## src/rtl/pt_walk_pkg.sv

```systemverilog
package pt_walk_pkg;
  localparam int unsigned VA_W      = 48;
  localparam int unsigned PA_W      = 52;
  localparam int unsigned OFF_W     = 12;
  localparam int unsigned IDX_W     = 9;
  localparam int unsigned LEVELS    = 4;
  localparam int unsigned ENT_W     = 64;
  localparam int unsigned ENT_SHIFT = 3;   // 8-byte entries
  localparam int unsigned LVL_W     = $clog2(LEVELS);
  localparam int unsigned PPN_W     = PA_W - OFF_W;
  localparam int unsigned VPN_W     = VA_W - OFF_W;

  typedef enum logic [1:0] {
    ST_IDLE = 2'd0,
    ST_REQ  = 2'd1,
    ST_WAIT = 2'd2
  } walk_st_e;
endpackage

```

## src/rtl/pt_idx_sel.sv

```systemverilog
module pt_idx_sel #(
  parameter int unsigned VPN_W  = pt_walk_pkg::VPN_W,
  parameter int unsigned IDX_W  = pt_walk_pkg::IDX_W,
  parameter int unsigned LEVELS = pt_walk_pkg::LEVELS,
  parameter int unsigned LVL_W  = pt_walk_pkg::LVL_W
) (
  input  logic [VPN_W-1:0] vpn_i,
  input  logic [LVL_W-1:0] lvl_i,
  output logic [IDX_W-1:0] idx_o
);
  logic [IDX_W-1:0] idx_tab [LEVELS];

  // level 0 takes the top slice of the page number
  for (genvar g = 0; g < LEVELS; g++) begin : g_slice
    assign idx_tab[g] = vpn_i[(LEVELS-1-g)*IDX_W +: IDX_W];
  end

  assign idx_o = idx_tab[lvl_i];
endmodule

```

## src/rtl/pt_addr_gen.sv

```systemverilog
module pt_addr_gen #(
  parameter int unsigned PPN_W     = pt_walk_pkg::PPN_W,
  parameter int unsigned IDX_W     = pt_walk_pkg::IDX_W,
  parameter int unsigned ENT_SHIFT = pt_walk_pkg::ENT_SHIFT,
  localparam int unsigned ADDR_W   = PPN_W + IDX_W + ENT_SHIFT
) (
  input  logic [PPN_W-1:0]  base_ppn_i,
  input  logic [IDX_W-1:0]  idx_i,
  output logic [ADDR_W-1:0] addr_o
);
  // a whole table fills one page, so base + idx*8 needs no adder
  assign addr_o = {base_ppn_i, idx_i, {ENT_SHIFT{1'b0}}};
endmodule

```

## src/rtl/pt_entry_dec.sv

```systemverilog
module pt_entry_dec #(
  parameter int unsigned ENT_W = pt_walk_pkg::ENT_W,
  parameter int unsigned PA_W  = pt_walk_pkg::PA_W,
  parameter int unsigned OFF_W = pt_walk_pkg::OFF_W,
  localparam int unsigned PPN_W = PA_W - OFF_W
) (
  input  logic [ENT_W-1:0] entry_i,
  output logic             present_o,
  output logic [PPN_W-1:0] next_ppn_o
);
  assign present_o  = entry_i[0];
  assign next_ppn_o = entry_i[PA_W-1:OFF_W];

  logic unused_bits;
  assign unused_bits = ^{entry_i[ENT_W-1:PA_W], entry_i[OFF_W-1:1]};
endmodule

```

## src/rtl/pt_walk_ctrl.sv

```systemverilog
module pt_walk_ctrl
  import pt_walk_pkg::*;
#(
  parameter int unsigned LEVELS = pt_walk_pkg::LEVELS,
  parameter int unsigned PPN_W  = pt_walk_pkg::PPN_W,
  localparam int unsigned LVL_W = $clog2(LEVELS)
) (
  input  logic             clk_i,
  input  logic             rst_ni,
  input  logic             start_i,
  input  logic [PPN_W-1:0] root_ppn_i,
  input  logic             rvalid_i,
  input  logic             present_i,
  input  logic [PPN_W-1:0] next_ppn_i,
  output logic [LVL_W-1:0] lvl_o,
  output logic [PPN_W-1:0] base_ppn_o,
  output logic             load_va_o,
  output logic             leaf_we_o,
  output logic             req_o,
  output logic             busy_o,
  output logic             done_o,
  output logic             fault_o,
  output logic [LVL_W-1:0] fault_lvl_o
);
  localparam logic [LVL_W-1:0] LAST_LVL = LVL_W'(LEVELS - 1);

  walk_st_e         st_q;
  logic [LVL_W-1:0] lvl_q;
  logic [PPN_W-1:0] base_q;
  logic             done_q, fault_q;
  logic [LVL_W-1:0] flvl_q;
  logic             resp_ok;

  assign resp_ok = (st_q == ST_WAIT) && rvalid_i;

  always_ff @(posedge clk_i or negedge rst_ni) begin
    if (!rst_ni) begin
      st_q    <= ST_IDLE;
      lvl_q   <= '0;
      base_q  <= '0;
      done_q  <= 1'b0;
      fault_q <= 1'b0;
      flvl_q  <= '0;
    end else begin
      done_q  <= 1'b0;
      fault_q <= 1'b0;
      unique case (st_q)
        ST_IDLE: begin
          if (start_i) begin
            st_q   <= ST_REQ;
            lvl_q  <= '0;
            base_q <= root_ppn_i;
          end
        end
        ST_REQ: st_q <= ST_WAIT;
        ST_WAIT: begin
          if (resp_ok) begin
            if (!present_i) begin
              fault_q <= 1'b1;
              flvl_q  <= lvl_q;
              st_q    <= ST_IDLE;
            end else if (lvl_q == LAST_LVL) begin
              done_q <= 1'b1;
              st_q   <= ST_IDLE;
            end else begin
              base_q <= next_ppn_i;
              lvl_q  <= lvl_q + LVL_W'(1);
              st_q   <= ST_REQ;
            end
          end
        end
        default: st_q <= ST_IDLE;
      endcase
    end
  end

  assign lvl_o       = lvl_q;
  assign base_ppn_o  = base_q;
  assign load_va_o   = (st_q == ST_IDLE) && start_i;
  assign leaf_we_o   = resp_ok && (lvl_q == LAST_LVL);
  assign req_o       = (st_q == ST_REQ);
  assign busy_o      = (st_q != ST_IDLE);
  assign done_o      = done_q;
  assign fault_o     = fault_q;
  assign fault_lvl_o = flvl_q;
endmodule

```

## src/rtl/pt_walker.sv

```systemverilog
module pt_walker #(
  parameter int unsigned VA_W   = pt_walk_pkg::VA_W,
  parameter int unsigned PA_W   = pt_walk_pkg::PA_W,
  parameter int unsigned OFF_W  = pt_walk_pkg::OFF_W,
  parameter int unsigned IDX_W  = pt_walk_pkg::IDX_W,
  parameter int unsigned LEVELS = pt_walk_pkg::LEVELS,
  parameter int unsigned ENT_W  = pt_walk_pkg::ENT_W,
  localparam int unsigned PPN_W = PA_W - OFF_W,
  localparam int unsigned VPN_W = VA_W - OFF_W,
  localparam int unsigned LVL_W = $clog2(LEVELS)
) (
  input  logic             clk_i,
  input  logic             rst_ni,
  input  logic             start_i,
  input  logic [VA_W-1:0]  vaddr_i,
  input  logic [PPN_W-1:0] root_ppn_i,
  output logic             mem_req_o,
  output logic [PA_W-1:0]  mem_addr_o,
  input  logic             mem_rvalid_i,
  input  logic [ENT_W-1:0] mem_rdata_i,
  output logic             busy_o,
  output logic             done_o,
  output logic             fault_o,
  output logic [LVL_W-1:0] fault_level_o,
  output logic [ENT_W-1:0] leaf_o
);
  logic [VPN_W-1:0] vpn_q;
  logic [ENT_W-1:0] leaf_q;
  logic [LVL_W-1:0] lvl;
  logic [PPN_W-1:0] base_ppn, next_ppn;
  logic [IDX_W-1:0] idx;
  logic             load_va, leaf_we, present;

  pt_walk_ctrl #(.LEVELS(LEVELS), .PPN_W(PPN_W)) i_ctrl (
    .clk_i       (clk_i),
    .rst_ni      (rst_ni),
    .start_i     (start_i),
    .root_ppn_i  (root_ppn_i),
    .rvalid_i    (mem_rvalid_i),
    .present_i   (present),
    .next_ppn_i  (next_ppn),
    .lvl_o       (lvl),
    .base_ppn_o  (base_ppn),
    .load_va_o   (load_va),
    .leaf_we_o   (leaf_we),
    .req_o       (mem_req_o),
    .busy_o      (busy_o),
    .done_o      (done_o),
    .fault_o     (fault_o),
    .fault_lvl_o (fault_level_o)
  );

  pt_idx_sel #(.VPN_W(VPN_W), .IDX_W(IDX_W), .LEVELS(LEVELS), .LVL_W(LVL_W)) i_idx (
    .vpn_i (vpn_q),
    .lvl_i (lvl),
    .idx_o (idx)
  );

  pt_addr_gen #(.PPN_W(PPN_W), .IDX_W(IDX_W), .ENT_SHIFT(OFF_W - IDX_W)) i_addr (
    .base_ppn_i (base_ppn),
    .idx_i      (idx),
    .addr_o     (mem_addr_o)
  );

  pt_entry_dec #(.ENT_W(ENT_W), .PA_W(PA_W), .OFF_W(OFF_W)) i_dec (
    .entry_i    (mem_rdata_i),
    .present_o  (present),
    .next_ppn_o (next_ppn)
  );

  always_ff @(posedge clk_i or negedge rst_ni) begin
    if (!rst_ni) begin
      vpn_q  <= '0;
      leaf_q <= '0;
    end else begin
      if (load_va) vpn_q  <= vaddr_i[VA_W-1:OFF_W];
      if (leaf_we) leaf_q <= mem_rdata_i;
    end
  end

  assign leaf_o = leaf_q;
endmodule

```

## config.mk

```make
export PLATFORM = sky130hd
export DESIGN_NAME = pt_walker
export DESIGN_NICKNAME = d
export VERILOG_FILES = /design/src/rtl/pt_walk_pkg.sv /design/src/rtl/pt_idx_sel.sv /design/src/rtl/pt_addr_gen.sv /design/src/rtl/pt_entry_dec.sv /design/src/rtl/pt_walk_ctrl.sv /design/src/rtl/pt_walker.sv
export SDC_FILE = /design/constraint.sdc
export NUM_CORES = 1
export LEC_CHECK = 0
export BUFFER_PORTS_ARGS = -buffer_cell sky130_fd_sc_hd__buf_2
export CAP_MARGIN = 20
export CELL_PAD_IN_SITES_DETAIL_PLACEMENT = 0
export CELL_PAD_IN_SITES_GLOBAL_PLACEMENT = 1
export CORE_UTILIZATION = 39
export DETAILED_ROUTE_END_ITERATION = 8
export HOLD_SLACK_MARGIN = 0.06
export PLACE_DENSITY = 0.9
export REMOVE_ABC_BUFFERS = 1
export SYNTH_ARGS = -nofsm -noshare
export SYNTH_HDL_FRONTEND = slang
export SYNTH_HIERARCHICAL = 1
export SYNTH_SLANG_ARGS = --single-unit
```

## constraint.sdc

```tcl
create_clock -name clk_i -period 2.72 [get_ports clk_i]
set_clock_uncertainty 0.1 [all_clocks]
set_input_delay 0 -clock clk_i [delete_from_list [all_inputs] [get_ports clk_i]]
set_output_delay 0 -clock clk_i [all_outputs]
set_load 0.005 [all_outputs]
```

==> run metrics <==
DRT iter0 DRCs roughly 160; worst-path fanout max 19; Reg2Reg Setup Slack between 0.6 and 0.7 ns; status finished clean; I/O pins ~280; sequential share of power 0.380; P&R area growth vs syn 38.0%; final hold vios 0; register area roughly 3700 um2; Worst Path Arrival about 2.3 ns; Met3 Wirelength approximately 1100 um; Via Count ~5.6k; Worst Hold End vpn_q[17]$_DFFE_PN0P_; CP endpoint kind flop; Sw Ratio 0.308; synthesized instance count 572; Worst Hold Launch vaddr_i[29]; unrepaired setup endpoints after global routing false; postcts setup bufs 0; Avg Inst Size Synth between 10 and 15 um2; Pint around 0.0064 W; share of layout cells above drive strength 1 0.476; Critical R2R Capture leaf_o[59]$_DFFE_PN0P_; Netlist cell types 30; width of the die 142 um; Die Ht between 100 and 150 um; CP top delay family simple AND/OR/NAND/NOR gates; Post-synth ARST share 1.00; CTS tree built; fillers 1535; part of the cycle the worst path needs 0.770; die area approximately 20000 um2; antenna violations before repair 0; EDFF count, synth 0; IO buf count roughly 260; Via-to-Cell Ratio between 4 and 5; row cnt 50; FF-to-FF Start i_ctrl/st_q[1]$_DFFE_PN0P_; total iterations of the first detailed-routing run 4; Max Used Layer met4; total CTS buffers 17; clk sinks 148; cell depth of the worst hold path 3; metal2 WL ~10000 um; Power Total 0.00922 W; final WL between 20000 and 25000 um; gr usage total 0.203; Final Slew Violations 0; starting density of the core 0.402; Slew headroom 0.490; PwrDens 876 nW/um2; clk root buf clkbuf_16; top_reg_cell synth dfrtp_1; Final Wtd Congestion 0.750; Worst-Skew Late Latency around 0.4 ns; Worst Hold Class input pin to flop; final setup fails 0; gr ovfl total 0; fmax 478 MHz; dpl ws 0.616 ns; fin crit period 2.09 ns; htree depth 4; logic gate share of total power 0.353; Wirelength per Cell 17.3 um; Setup CP Type flop to flop; net switching power approximately 0.0028 W; worst r2r path cells 4; CP Data Required Time about 3 ns; HPWL after detailed placement 11300 um; Worst Tran Pin Value between 0.7 and 0.8 ns; Seq/Total Area, Yosys 0.486; fin nets approximately 1.0k; clk buf depth 2; Crit-path slowest cell dfrtp_1; largest net degree at the start of global routing between 80 and 90; WP buf/inv 1; synth warn 6; Pleak slightly above 5 nW; Final ANT Viol Nets 0; # DRC 0; post_cts resized 0; MaxCap Viol Count 0; Clk pwr share 0.268; Reg clk slew, reported paths approximately 0.06 ns; first-pass GRT wire length approximately 31000 um; CP Launch Type flop; synthesized area between 7000 and 8000 um2; Max IR drop VDD around 350 uV; Seq cells post-synth ~150; total core area 19000 um2; area of the multi-input gates roughly 3000 um2; critical path's largest stage delay 0.55 ns; CP Cell Sequence and2b_1, and3_4, buf_4, mux2_4; M1 wire length 8350 um; number of global-route vias before repair just under 6k; PnR worst setup slack approximately 0.63 ns
## cell usage in the layout, fill, tap and decap left out, types with 2 or more instances in the layout
master,count
dlygate4sd3_1,144
buf_12,3
dfrtp_1,147
mux2_4,90
nor2b_4,2
nor2_1,40
nor2b_1,42
bufinv_16,3
nand2_1,3
clkinv_4,2
clkinvlp_4,3
inv_6,3
conb_1,3
clkbuf_16,17
nand3_1,4
a21oi_1,40
mux2_2,12
o21bai_1,2
buf_4,12
buf_2,261
o221a_1,39
mux4_2,9
## per-layer routing
layer / track usage / vias up
li1: - / 2553
met1: 0.240 / 2766
met2: 0.352 / 224
met3: 0.0493 / 35
met4: 0.0843 / 0
met5: 0 / -
## layout make-up
type	instances	area share
Sequential cell	148	0.352
Tap cell	260	0.0309
Antenna cell	1	0.000238
Timing Repair Buffer	422	0.279
Clock buffer	19	0.0421
Clock inverter	13	0.0164
Multi-Input combinational cell	298	0.279
## cell families after synthesis
family                   synth area share
other                            0.000492
AO/OA/AOI/OAI                      0.0904
multiplexers                        0.221
AND/OR/NAND/NOR                    0.0679
flip-flops                          0.486
buffers and inverters               0.132
adder cells (fa/ha/maj)           0.00164
## cell usage after synthesis, types with 2 or more instances
| cell type | n | area (um2) |
|---|---|---|
| dfrtp_1 | 148 | 3700 |
| mux4_2 | 9 | 203 |
| nand3_1 | 4 | 20.0 |
| nor2_1 | 40 | 150 |
| nand2_1 | 3 | 11.3 |
| buf_6 | 10 | 113 |
| o221a_1 | 39 | 439 |
| mux2_4 | 90 | 1350 |
| buf_12 | 6 | 120 |
| o21bai_1 | 2 | 15.0 |
| buf_2 | 5 | 25.0 |
| mux2_2 | 12 | 135 |
| nor2b_1 | 44 | 275 |
| buf_4 | 93 | 698 |
| clkbuf_1 | 13 | 48.8 |
| a21oi_1 | 40 | 200 |
## repair_timing
item / 4_1_cts / 5_1_grt
hold endpoints to repair: 295 / 0
setup endpoints to repair: 0 / 0
hold buffers: 145 / 0
## registers in the layout, summed over array words and instances (netlist names)
name and cells:
i_ctrl/done_o 1, i_ctrl/fault_lvl_o 2, i_ctrl/base_ppn_o 40, i_ctrl/lvl_o 2, i_ctrl/fault_o 1, leaf_o 64
i_ctrl/st_q 2, vpn_q 36
## how the worst max path moves through the flow
stage	slack, ns	endpoint	startpoint	cells past startpoint
global route	0.55	leaf_o[24]$_DFFE_PN0P_	i_ctrl/st_q[1]$_DFFE_PN0P_	4
finish	0.63	leaf_o[59]$_DFFE_PN0P_	i_ctrl/st_q[1]$_DFFE_PN0P_	4
floorplan	-2.33	vpn_q[0]$_DFFE_PN0P_	i_ctrl/st_q[1]$_DFFE_PN0P_	3
detailed placement	0.62	leaf_o[40]$_DFFE_PN0P_	i_ctrl/st_q[1]$_DFFE_PN0P_	4
CTS	0.62	leaf_o[42]$_DFFE_PN0P_	i_ctrl/st_q[1]$_DFFE_PN0P_	4
global placement	0.65	leaf_o[45]$_DFFE_PN0P_	i_ctrl/st_q[1]$_DFFE_PN0P_	4
## power groups by stage
stage                     Clock, W  Sequential, W  Combinational, W
after detailed placement         0        0.00349           0.00307
after global routing       0.00263        0.00359           0.00353
after global placement           0        0.00346           0.00300
final                      0.00247        0.00350           0.00325
after CTS                  0.00254        0.00347           0.00324
after floorplan                  0        0.00354           0.00180
## through the flow
step | util | hold slack, ns | instances | instance area (um2) | TNS [ns]
5_1_grt | 0.555 | 0.235 | 1160 | 10500 | 0
4_1_cts | 0.555 | 0.217 | 1160 | 10500 | 0
2_1_floorplan | - | -0.396 | 446 | 6620 | -186.90
3_3_place_gp | 0.445 | -0.108 | 983 | 8440 | 0
3_5_place_dp | 0.445 | -0.106 | 983 | 8440 | 0
6_report | 0.555 | 0.251 | 1161 | 10500 | 0
## worst register-to-register path: stages, from the launching register on
cell     delay [ns]
dfrtp_1        0.55
and2b_1        0.22
and3_4         0.48
buf_4          0.31
mux2_4         0.32
(Power assumes the default switching activity.)
